**config.mk**
```make
export PLATFORM = sky130hd
export DESIGN_NAME = gpi_router
export DESIGN_NICKNAME = d
export VERILOG_FILES = /design/src/rtl/gpi_router_pkg.sv /design/src/rtl/gpi_sync.sv /design/src/rtl/gpi_first_set.sv /design/src/rtl/gpi_code_pick.sv /design/src/rtl/gpi_router.sv
export SDC_FILE = /design/constraint.sdc
export NUM_CORES = 1
export LEC_CHECK = 0
export ABC_AREA = 1
export CAP_MARGIN = 20
export CORE_MARGIN = 4
export CORE_UTILIZATION = 52
export CTS_CLUSTER_DIAMETER = 150
export DETAILED_ROUTE_END_ITERATION = 8
export HOLD_SLACK_MARGIN = 0.03
export PLACE_DENSITY_LB_ADDON = 0.15
export SLEW_MARGIN = 20
export SYNTH_ARGS = -nofsm -noshare
export SYNTH_HDL_FRONTEND = slang
export SYNTH_SLANG_ARGS = --single-unit
export TNS_END_PERCENT = 30
```
**constraint.sdc**
```tcl
create_clock -name clk_i -period 27.4 [get_ports clk_i]
set_input_delay 5.48 -clock clk_i [delete_from_list [all_inputs] [get_ports clk_i]]
set_output_delay 5.48 -clock clk_i [all_outputs]
set_load 0.005 [all_outputs]
```
**src/rtl/gpi_router_pkg.sv**
```systemverilog
package gpi_router_pkg;
  typedef enum logic [1:0] {
    MGN_NOMINAL = 2'b00,
    MGN_LOW     = 2'b01,
    MGN_HIGH    = 2'b10
  } mgn_cmd_e;

  localparam int unsigned CODE_W     = 3;
  localparam int unsigned ARM_CYCLES = 3;
endpackage

```
**src/rtl/gpi_sync.sv**
```systemverilog
module gpi_sync #(
  parameter int unsigned W = 32
) (
  input  logic         clk_i,
  input  logic         rst_ni,
  input  logic [W-1:0] d_i,
  output logic [W-1:0] q_o
);
  logic [W-1:0] meta_q, stab_q;

  always_ff @(posedge clk_i or negedge rst_ni) begin
    if (!rst_ni) begin
      meta_q <= '0;
      stab_q <= '0;
    end else begin
      meta_q <= d_i;
      stab_q <= meta_q;
    end
  end

  assign q_o = stab_q;
endmodule

```
**src/rtl/gpi_first_set.sv**
```systemverilog
module gpi_first_set #(
  parameter int unsigned W = 32
) (
  input  logic [W-1:0] vec_i,
  output logic [W-1:0] onehot_o
);
  always_comb begin
    logic found;
    found    = 1'b0;
    onehot_o = '0;
    for (int i = 0; i < W; i++) begin
      if (vec_i[i] && !found) begin
        onehot_o[i] = 1'b1;
        found       = 1'b1;
      end
    end
  end
endmodule

```
**src/rtl/gpi_code_pick.sv**
```systemverilog
module gpi_code_pick #(
  parameter int unsigned W     = 32,
  parameter int unsigned SLOTS = 3
) (
  input  logic [W-1:0]     en_i,
  input  logic [W-1:0]     lvl_i,
  output logic [SLOTS-1:0] code_o
);
  localparam int unsigned CW = $clog2(W + 1);

  always_comb begin
    logic [CW-1:0] seen;
    seen   = '0;
    code_o = '0;
    for (int i = 0; i < W; i++) begin
      if (en_i[i]) begin
        for (int s = 0; s < SLOTS; s++) begin
          if (seen == CW'(s)) code_o[s] = lvl_i[i];
        end
        seen = seen + 1'b1;
      end
    end
  end
endmodule

```
**src/rtl/gpi_router.sv**
```systemverilog
module gpi_router
  import gpi_router_pkg::*;
#(
  parameter int unsigned NUM_PINS  = 32,
  parameter int unsigned NUM_RAILS = 4
) (
  input  logic                   clk_i,
  input  logic                   rst_ni,
  input  logic [NUM_PINS-1:0]    pins_i,
  input  logic [NUM_PINS-1:0]    pin_en_i,
  input  logic [NUM_PINS-1:0]    pol_low_i,
  input  logic [NUM_PINS-1:0]    fault_sel_i,
  input  logic [NUM_PINS-1:0]    clear_sel_i,
  input  logic [NUM_PINS-1:0]    mgn_en_sel_i,
  input  logic [NUM_PINS-1:0]    mgn_sel_sel_i,
  input  logic [NUM_PINS-1:0]    debug_sel_i,
  input  logic [NUM_RAILS-1:0]   rail_mgn_en_i,
  output logic [NUM_PINS-1:0]    fault_evt_o,
  output logic                   clear_pulse_o,
  output logic [2*NUM_RAILS-1:0] mgn_cmd_o,
  output logic [CODE_W-1:0]      state_code_o,
  output logic                   alert_en_o,
  output logic                   dep_bypass_o
);
  localparam int unsigned ARM_W = $clog2(ARM_CYCLES + 1);

  logic [NUM_PINS-1:0] pin_s, lvl, lvl_q, rose, fell;
  logic [NUM_PINS-1:0] en_pick, sel_pick;
  logic [ARM_W-1:0]    arm_cnt_q;
  logic                armed, debug_on, mgn_on, mgn_low;

  gpi_sync #(.W(NUM_PINS)) u_sync (
    .clk_i  (clk_i),
    .rst_ni (rst_ni),
    .d_i    (pins_i),
    .q_o    (pin_s)
  );

  assign lvl = pin_s ^ pol_low_i;

  always_ff @(posedge clk_i or negedge rst_ni) begin
    if (!rst_ni) begin
      lvl_q     <= '0;
      arm_cnt_q <= '0;
    end else begin
      lvl_q <= lvl;
      if (arm_cnt_q != ARM_W'(ARM_CYCLES)) arm_cnt_q <= arm_cnt_q + 1'b1;
    end
  end

  // edges are only trusted once the synchronizer holds real pin data
  assign armed = (arm_cnt_q == ARM_W'(ARM_CYCLES));
  assign rose  = lvl & ~lvl_q & pin_en_i;
  assign fell  = ~lvl & lvl_q & pin_en_i;

  assign debug_on      = |(lvl & debug_sel_i & pin_en_i);
  assign fault_evt_o   = (armed && !debug_on) ? (fell & fault_sel_i) : '0;
  assign clear_pulse_o = armed && |(rose & clear_sel_i);
  assign alert_en_o    = !debug_on;
  assign dep_bypass_o  = debug_on;

  gpi_first_set #(.W(NUM_PINS)) u_pick_en (
    .vec_i    (mgn_en_sel_i & pin_en_i),
    .onehot_o (en_pick)
  );

  gpi_first_set #(.W(NUM_PINS)) u_pick_sel (
    .vec_i    (mgn_sel_sel_i & pin_en_i),
    .onehot_o (sel_pick)
  );

  assign mgn_on  = |(en_pick & lvl);
  assign mgn_low = |(sel_pick & lvl);

  for (genvar r = 0; r < NUM_RAILS; r++) begin : g_rail
    mgn_cmd_e cmd;
    always_comb begin
      if (!mgn_on || !rail_mgn_en_i[r]) cmd = MGN_NOMINAL;
      else if (mgn_low)                 cmd = MGN_LOW;
      else                              cmd = MGN_HIGH;
    end
    assign mgn_cmd_o[2*r +: 2] = cmd;
  end

  gpi_code_pick #(.W(NUM_PINS), .SLOTS(CODE_W)) u_code (
    .en_i   (pin_en_i),
    .lvl_i  (lvl),
    .code_o (state_code_o)
  );
endmodule

```
==> results of run 1 <==
## kinds of logic (layout without fill, tap and decap cells)
kind of cell | count (synthesis) | after routing | synth area share (%)
flops | 98 | 98 | 19.3
buf+inv | 313 | 624 | 9.53
simple gates | 1284 | 1284 | 51.2
xor+xnor | 29 | 29 | 2.00
fa+ha+maj | 113 | 113 | 11.1
compound gates | 125 | 125 | 6.70
mux | 1 | 1 | 0.0887
## routing by layer
layer / wire [um] / vias up / track usage, %
met5: 20 / - / 0
met4: 1350 / 2 / 9.15
met3: 3270 / 92 / 6.60
met2: 20700 / 519 / 54.1
met1: 18100 / 6520 / 39.0
li1: - / 7028 / -
## state kept, by name (all words and copies together) (netlist names)
name and flops:
arm_cnt_q 2, lvl_q 32, u_sync.q_o 32, u_sync.meta_q 32
## area by class of cell
cell class,instances,area [um2]
inverters,281,1050
clock inverters,7,93.8
repair buffers,327,3220
well taps,319,399
multi-input cells,1552,9110
fillers,2009,7210
clock buffers,9,225
flip-flops and latches,98,2450
## synthesized netlist by cell type, drive strengths merged (2+ instances only)
library cell  count
nand2           638
nand3           356
inv             280
nor2            151
ha              113
dfrtp            98
nor3             61
nand4            44
o21ai            34
xnor2            28
o211ai           27
a21oi            18
buf              18
clkbuf           14
or2              13
nand3b           10
a21boi            9
nor4              8
a32o              6
o22ai             6
a221oi            5
o221ai            5
a31oi             4
a21o              3
o2111ai           2
## metrics by stage
step	setup TNS [ns]	setup WS, ns
after floorplan	0	2.55
after global placement	0	0.416
after detailed placement	-0.769	-0.284
after CTS	0	0.0600
after global routing	-0.233	-0.103
final	0	0.841
## worst min-delay path by stage
| stage | slack, ns | endpoint |
|---|---|---|
| after floorplan | 0.33 | u_sync.q_o[0] |
| after global placement | 0.33 | u_sync.q_o[1] |
| after detailed placement | 0.33 | u_sync.q_o[0] |
| after CTS | 0.35 | u_sync.q_o[8] |
| after global routing | 0.35 | u_sync.q_o[8] |
| final | 0.34 | u_sync.q_o[8] |
## where the power goes
part	internal, mW	leakage, nW	switching, mW
combinational	0.288	6.90	0.540
sequential	0.154	1.13	0.00489
clock	0.0737	0.153	0.0691
total	0.516	8.19	0.614
## cells in the final DEF, fill, tap and decap left out, types with 8 or more instances in the layout
master,netlist,final
sky130_fd_sc_hd__nand3_4,12,12
sky130_fd_sc_hd__nor2_1,145,144
sky130_fd_sc_hd__nand3_2,41,41
sky130_fd_sc_hd__nand2_2,122,127
sky130_fd_sc_hd__nand2_1,482,474
sky130_fd_sc_hd__o21ai_0,31,31
sky130_fd_sc_hd__a21oi_1,17,17
sky130_fd_sc_hd__or2_2,12,12
sky130_fd_sc_hd__nand4_1,43,43
sky130_fd_sc_hd__dfrtp_1,98,98
sky130_fd_sc_hd__a21boi_0,9,9
sky130_fd_sc_hd__ha_1,113,111
sky130_fd_sc_hd__inv_2,14,15
sky130_fd_sc_hd__buf_4,2,21
sky130_fd_sc_hd__nand2_4,34,37
sky130_fd_sc_hd__xnor2_1,28,28
sky130_fd_sc_hd__clkbuf_16,0,9
sky130_fd_sc_hd__o211ai_1,27,27
sky130_fd_sc_hd__nor3_1,61,60
sky130_fd_sc_hd__clkdlybuf4s50_1,0,303
sky130_fd_sc_hd__nand3b_1,9,9
sky130_fd_sc_hd__nor4_1,8,8
sky130_fd_sc_hd__inv_1,266,265
sky130_fd_sc_hd__nand3_1,303,303
## worst max-delay path: cells and delay by family
kind,cells,cell delay [ns]
adder cells (fa/ha/maj),28,7.48
XOR/XNOR,1,0.13
AND/OR/NAND/NOR,64,6.93
buffers and inverters,8,1.08
## what timing repair did
item                       in CTS  in global routing
hold endpoints to repair        0                  0
gates resized for setup         4                 25
pin swaps                       0                 18
setup buffers                   0                 18
setup endpoints to repair       3                  3
==> results.rst, run 1 <==
.. list-table::
   :header-rows: 1

   * - Metric
     - Value
   * - Cell with the largest stage delay on the worst path
     - sky130_fd_sc_hd__clkdlybuf4s50_1
   * - Launching instance or port of the critical path
     - pin_en_i[0]
   * - Instance area after placement
     - 16000 um2
   * - Fraction of layout instances using a drive strength above 1
     - 13.1%
   * - Result of the run
     - finished clean
   * - Max_slew headroom
     - 43.0%
   * - Hold WC Path Type
     - register to register
   * - Fraction of post-synthesis cell area in the top cell type by area
     - 19.3%
   * - Clock transition at the registers of the reported paths
     - 0.09 ns
   * - Average detailed-routed wire length per instance
     - 16.8 um
   * - Power per cell area
     - 68.3 nW/um2
   * - Wire length of the first global-routing pass
     - 67700 um
   * - Final routed DRC violation total
     - 0
   * - First-pass iteration count of the detailed router
     - 8
   * - Count of flip-flops with a built-in enable after synthesis
     - 0
   * - Global-route usage over all layers
     - 31.2%
   * - Die outline height
     - 164 um
   * - HPWL after DPL
     - 36500 um
   * - Starting Density
     - 53.4%
   * - CTS tree
     - yes
   * - Synth top area cells
     - sky130_fd_sc_hd__dfrtp_1, sky130_fd_sc_hd__nand2_1, sky130_fd_sc_hd__nand3_1
   * - Die ar.
     - 27000 um2
   * - Synth Net Count
     - 2338
   * - Horizontal extent of the die
     - 164 um
   * - Root buf cell
     - sky130_fd_sc_hd__clkbuf_16
   * - Vias post-DR
     - 14200
   * - Setup-violating endpoint count in the final report
     - 0
   * - Via-to-Cell Ratio
     - 5.46
   * - Ant diodes
     - 0
   * - Worst-case hold slack
     - 0.344 ns
   * - Arrival time of the worst setup path
     - 21.08 ns
   * - Reported max-cap violation count
     - 0
   * - Post-route clock period utilization
     - 96.9%
   * - Cell with the most instances on the worst path
     - sky130_fd_sc_hd__nand2_1
   * - Shortest clock period the worst path allows after layout
     - 26.56 ns
   * - Initial DRC Count
     - 917
   * - Final standard cell utilization of the core
     - 69.7%
   * - Transition time at the pin with the least slew margin
     - 0.853 ns
   * - # H-tree levels
     - 3
   * - Via count of the first global-routing pass
     - 13700
   * - Endpoint required time on the critical path
     - 21.92 ns
   * - Worst hold path startpoint
     - u_sync.meta_q[8]
   * - Max IR drop VDD
     - 102 uV
   * - Post-detailed-routing wire length
     - 43400 um
   * - Sum of overflow across all layers after global routing
     - 0
   * - Fin area
     - 16500 um2
   * - Total number of yosys warnings
     - 0
   * - Critical Path End Type
     - primary output
   * - Most used flip-flop cell after synthesis
     - sky130_fd_sc_hd__dfrtp_1
   * - Number of nets at the end of the flow
     - 2644
   * - Largest net degree at the start of global routing
     - 63
   * - CORE AREA
     - 23800 um2
   * - Antenna violations before repair
     - 1
   * - Row cnt
     - 56
   * - Number of hold-slack violations in the final timing report
     - 0
   * - Clock Sinks
     - 98
   * - Library cell with the largest summed area after synthesis
     - sky130_fd_sc_hd__dfrtp_1
   * - Maximum number of buffers from clock root to sink
     - 2
   * - Port Buf Inserts
     - 307
   * - Max Freq
     - 0.0377 GHz
   * - FF-to-FF End
     - lvl_q[3]
   * - Routability-driven placement congestion ratio
     - 0.928
   * - Synth Area per Inst
     - 6.46 um2
   * - Post-synthesis async set-or-reset flop share
     - 100%
   * - Crit Path Category
     - input port to primary output
   * - Number of buffers created by CTS
     - 9
   * - Number of routed nets with antenna violations
     - 0
   * - CP Max Fanout
     - 8
   * - Leakage
     - 8.19 nW
   * - Synth unique cells
     - 51
   * - Final number of max-transition violations
     - 0
   * - Area of the mapped netlist
     - 12700 um2
   * - Post-synthesis sequential area ratio
     - 19.3%
   * - Worst setup SP type
     - input port
   * - Critical path capture point
     - state_code_o[2]
   * - Area overhead of the layout relative to synthesis
     - 30.4%
   * - CTS Hold Buffers Added
     - 0
   * - #FFs+latches synth
     - 98
   * - Total instance count after detailed placement
     - 2559
   * - Beginning of the worst register-to-register path
     - u_sync.q_o[3]
   * - Number of standard cells in the final layout excluding fillers
     - 2593
   * - Worst Hold Path Cells
     - 0
   * - Worst-case reg-to-reg path depth
     - 2
   * - Post-route clock skew
     - 0.00883 ns
   * - Total I/O pin count
     - 308
   * - Total power
     - 1.13 mW
   * - Reg-to-reg slack, setup
     - 25.92 ns
   * - Worst skew pair latency
     - 0.36 ns
   * - Stage delay of the slowest cell on the critical path
     - 0.50 ns
   * - Post-synthesis cell count
     - 1963
Power figures use the tool's default switching activity.
==> run 2, diff against run 1 <==
Settings changed: ABC_AREA 1 to unset, CORE_UTILIZATION 52 to 53.
==> results.rst, run 2 <==
.. list-table::
   :header-rows: 1

   * - Metric
     - Value
   * - Sequential cell area
     - 2450 um2 (unchanged)
   * - Final WS setup
     - 0.126 ns (was 0.841 ns)
   * - Synth top area cells
     - sky130_fd_sc_hd__dfrtp_1, sky130_fd_sc_hd__ha_1, sky130_fd_sc_hd__nand3_1 (was sky130_fd_sc_hd__dfrtp_1, sky130_fd_sc_hd__nand2_1, sky130_fd_sc_hd__nand3_1)
   * - Commonest non-fill, non-tap cell in the layout
     - sky130_fd_sc_hd__clkdlybuf4s50_1 (was sky130_fd_sc_hd__nand2_1)
   * - Setup repair after global routing missed its margin
     - yes
   * - Clock transition at the registers of the reported paths
     - 0.07 ns (was 0.09 ns)
   * - Library cell with the largest summed area after synthesis
     - sky130_fd_sc_hd__dfrtp_1 (unchanged)
   * - Max Freq
     - 0.0367 GHz (was 0.0377 GHz)
   * - Synth unique cells
     - 97 (was 51)
   * - Number of routed nets with antenna violations
     - 0 (unchanged)
   * - Routability-driven placement congestion ratio
     - 1.01 (was 0.928)
   * - Area of the mapped netlist
     - 13300 um2 (was 12700 um2)
   * - Reg-to-reg slack, setup
     - 26.03 ns (was 25.92 ns)
   * - Stage delay of the slowest cell on the critical path
     - 0.36 ns (was 0.50 ns)
   * - Post-synthesis sequential area ratio
     - 18.5% (was 19.3%)
   * - Result of the run
     - finished clean (unchanged)
   * - Vias post-DR
     - 15900 (was 14200)
   * - Maximum number of buffers from clock root to sink
     - 2 (unchanged)
   * - First-pass iteration count of the detailed router
     - 5 (was 8)
   * - Root buf cell
     - sky130_fd_sc_hd__clkbuf_16 (unchanged)
   * - Worst-case hold slack
     - 0.349 ns (was 0.344 ns)
   * - Total I/O pin count
     - 308 (unchanged)
   * - Largest net degree at the start of global routing
     - 71 (was 63)
   * - #FFs+latches synth
     - 98 (unchanged)
   * - Hold WC Path Type
     - register to register (unchanged)
   * - Fill cell count
     - 1736 (was 2009)
   * - Critical Path End Type
     - primary output (unchanged)
   * - Global-route usage over all layers
     - 37.9% (was 31.2%)
   * - Final routed DRC violation total
     - 0 (unchanged)
   * - GRT met1 Usage
     - 45.5% (was 39.0%)
   * - Horizontal extent of the die
     - 166 um (was 164 um)
   * - CP Max Fanout
     - 3 (was 8)
   * - Area overhead of the layout relative to synthesis
     - 44.4% (was 30.4%)
   * - Crit Path Category
     - input port to primary output (unchanged)
   * - Most numerous cell in the Yosys netlist
     - sky130_fd_sc_hd__nand2_1 (unchanged)
   * - Final number of max-transition violations
     - 0 (unchanged)
   * - Synth Area per Inst
     - 7.97 um2 (was 6.46 um2)
   * - Global-route layer with the greatest usage
     - met2 (unchanged)
   * - Met2 layer usage reported by global route
     - 64.3% (was 54.1%)
   * - Post-route clock skew
     - 0.0162 ns (was 0.00883 ns)
   * - Arrival time of the worst setup path
     - 21.79 ns (was 21.08 ns)
   * - Number of buffers created by CTS
     - 9 (unchanged)
   * - Row cnt
     - 57 (was 56)
   * - Worst skew pair latency
     - 0.36 ns (about the same)
   * - Transition time at the pin with the least slew margin
     - 1.05 ns (was 0.853 ns)
   * - Average detailed-routed wire length per instance
     - 23.1 um (was 16.8 um)
   * - Initial DRC Count
     - 1750 (was 917)
   * - Count of flip-flops with a built-in enable after synthesis
     - 0 (unchanged)
   * - # H-tree levels
     - 3 (unchanged)
   * - Worst setup SP type
     - input port (unchanged)
   * - Footprint of the multi-input gates
     - 11000 um2 (was 9110 um2)
   * - HPWL after DPL
     - 43700 um (was 36500 um)
   * - Synth Net Count
     - 2041 (was 2338)
   * - Sum of overflow across all layers after global routing
     - 0 (unchanged)
   * - Most used flip-flop cell after synthesis
     - sky130_fd_sc_hd__dfrtp_1 (unchanged)
   * - Endpoint required time on the critical path
     - 21.92 ns (about the same)
   * - Cell with the most instances on the worst path
     - sky130_fd_sc_hd__buf_4 (was sky130_fd_sc_hd__nand2_1)
   * - Post-route clock period utilization
     - 99.5% (was 96.9%)
   * - GR Layer Usage met3
     - 9.24% (was 6.60%)
   * - Via-to-Cell Ratio
     - 6.47 (was 5.46)
   * - Starting Density
     - 54.3% (was 53.4%)
   * - Die ar.
     - 27700 um2 (was 27000 um2)
   * - Wire length of the first global-routing pass
     - 85200 um (was 67700 um)
   * - Fraction of layout instances using a drive strength above 1
     - 19.9% (was 13.1%)
   * - Number of hold-slack violations in the final timing report
     - 0 (unchanged)
   * - Via count of the first global-routing pass
     - 15500 (was 13700)
   * - Clock Sinks
     - 98 (unchanged)
   * - Worst slack at placement
     - -1.04 ns (was -0.284 ns)
   * - Number of nets at the end of the flow
     - 2497 (was 2644)
   * - Fin area
     - 19200 um2 (was 16500 um2)
   * - Leading cell types by count after synthesis
     - sky130_fd_sc_hd__nand2_1, sky130_fd_sc_hd__nand3_1, sky130_fd_sc_hd__ha_1 (was sky130_fd_sc_hd__nand2_1, sky130_fd_sc_hd__nand3_1, sky130_fd_sc_hd__inv_1)
   * - Port Buf Inserts
     - 307 (unchanged)
   * - Setup-violating endpoint count in the final report
     - 0 (unchanged)
   * - CTS tree
     - yes (unchanged)
   * - Shortest clock period the worst path allows after layout
     - 27.27 ns (was 26.56 ns)
   * - CORE AREA
     - 24500 um2 (was 23800 um2)
   * - Total number of yosys warnings
     - 0 (unchanged)
   * - Post-detailed-routing wire length
     - 56600 um (was 43400 um)
   * - Fraction of post-synthesis cell area in the top cell type by area
     - 18.5% (was 19.3%)
   * - Max_slew headroom
     - 29.9% (was 43.0%)
   * - CTS Hold Buffers Added
     - 0 (unchanged)
   * - Antenna violations before repair
     - 1 (unchanged)
   * - Commonest cells after routing, fill and taps aside
     - sky130_fd_sc_hd__clkdlybuf4s50_1, sky130_fd_sc_hd__buf_4, sky130_fd_sc_hd__nand2_1, sky130_fd_sc_hd__nand3_1, sky130_fd_sc_hd__dfrtp_1 (was sky130_fd_sc_hd__nand2_1, sky130_fd_sc_hd__nand3_1, sky130_fd_sc_hd__clkdlybuf4s50_1, sky130_fd_sc_hd__inv_1, sky130_fd_sc_hd__nor2_1)
   * - Post-synthesis cell count
     - 1666 (was 1963)
   * - Reported max-cap violation count
     - 0 (unchanged)
   * - Cell with the largest stage delay on the worst path
     - sky130_fd_sc_hd__ha_1 (was sky130_fd_sc_hd__clkdlybuf4s50_1)
   * - Post-synthesis async set-or-reset flop share
     - 100% (unchanged)
   * - Die outline height
     - 166 um (was 164 um)
   * - Instance area after placement
     - 17900 um2 (was 16000 um2)
==> run 2: changes by cell type in the layout (fill, tap and decap cells not counted), sizes merged, moves of 23 or more <==
cell	change
buf	+192
a21oi	+43
nand3	-222
xnor2	+60
a31oi	+31
and2	+23
nand4b	+33
mux2i	+37
xor2	+49
nor3	+24
nand2	-470
inv	-178
nor2	-68
o21ai	+26
==> run 2: path summary, 6_finish.rpt <==
path	to	from	depth (start not counted)
max	state_code_o[0]	pin_en_i[1]	111
min	u_sync.q_o[26]	u_sync.meta_q[26]	0
max reg2reg	lvl_q[17]	u_sync.q_o[17]	2
min reg2reg	u_sync.q_o[26]	u_sync.meta_q[26]	0
max in group asynchronous	u_sync.meta_q[17]	rst_ni	2
min in group asynchronous	u_sync.meta_q[5]	rst_ni	1
==> run 2: kinds of logic (layout without fill, tap and decap cells) <==
| logic type | after synthesis | count (layout) | share of synthesized area [%] |
|---|---|---|---|
| XOR/XNOR | 156 | 156 | 13.3 |
| AND/OR/NAND/NOR | 706 | 706 | 28.2 |
| AO/OA/AOI/OAI | 371 | 371 | 20.2 |
| other | 0 | 2 | 0 |
| flip-flops | 98 | 98 | 18.5 |
| adder cells (fa/ha/maj) | 115 | 115 | 10.8 |
| multiplexers | 50 | 50 | 4.01 |
| buffers and inverters | 170 | 631 | 5.03 |
==> run 2: area by class of cell <==
cell class              instances  share of cell area (%)
clock buffers                   9                    1.17
flip-flops and latches         98                    12.8
multi-input cells            1398                    57.3
diodes                          2                  0.0261
inverters                     101                    2.02
repair buffers                514                    24.2
well taps                     324                    2.11
clock inverters                 7                   0.411
==> run 2: worst max-delay path, delay by kind of cell <==
family	cells	cell delay (ns)
multiplexers	2	0.22
AO/OA/AOI/OAI	28	4.29
buffers and inverters	45	5.26
adder cells (fa/ha/maj)	19	4.78
AND/OR/NAND/NOR	17	1.73
==> run 2: metal layers <==
metal / part of all wire (%) / routed length (um)
met5: 0 / 0
met4: 5.6 / 3160
met3: 9.5 / 5400
met2: 48 / 27000
met1: 37 / 21000
==> run 2: per-stage QoR <==
| stage | setup TNS (ns) | util, % | cells |
|---|---|---|---|
| floorplan | 0 | - | 1666 |
| global placement | -1.57 | 73.3 | 2376 |
| detailed placement | -2.95 | 73.3 | 2376 |
| CTS | 0 | 76.3 | 2439 |
| global route | -1.09 | 78.4 | 2452 |
| finish | 0 | 78.4 | 2453 |
==> run 2: what timing repair did <==
| action | CTS | global route |
|---|---|---|
| gates resized for setup | 34 | 90 |
| setup endpoints to repair | 3 | 3 |
| pin swaps | 21 | 62 |
| setup buffers | 47 | 14 |
Power of run 2 is left out: the tool's default activity adds up to more than one toggle a clock period on the data nets, which glitch-free logic cannot reach.
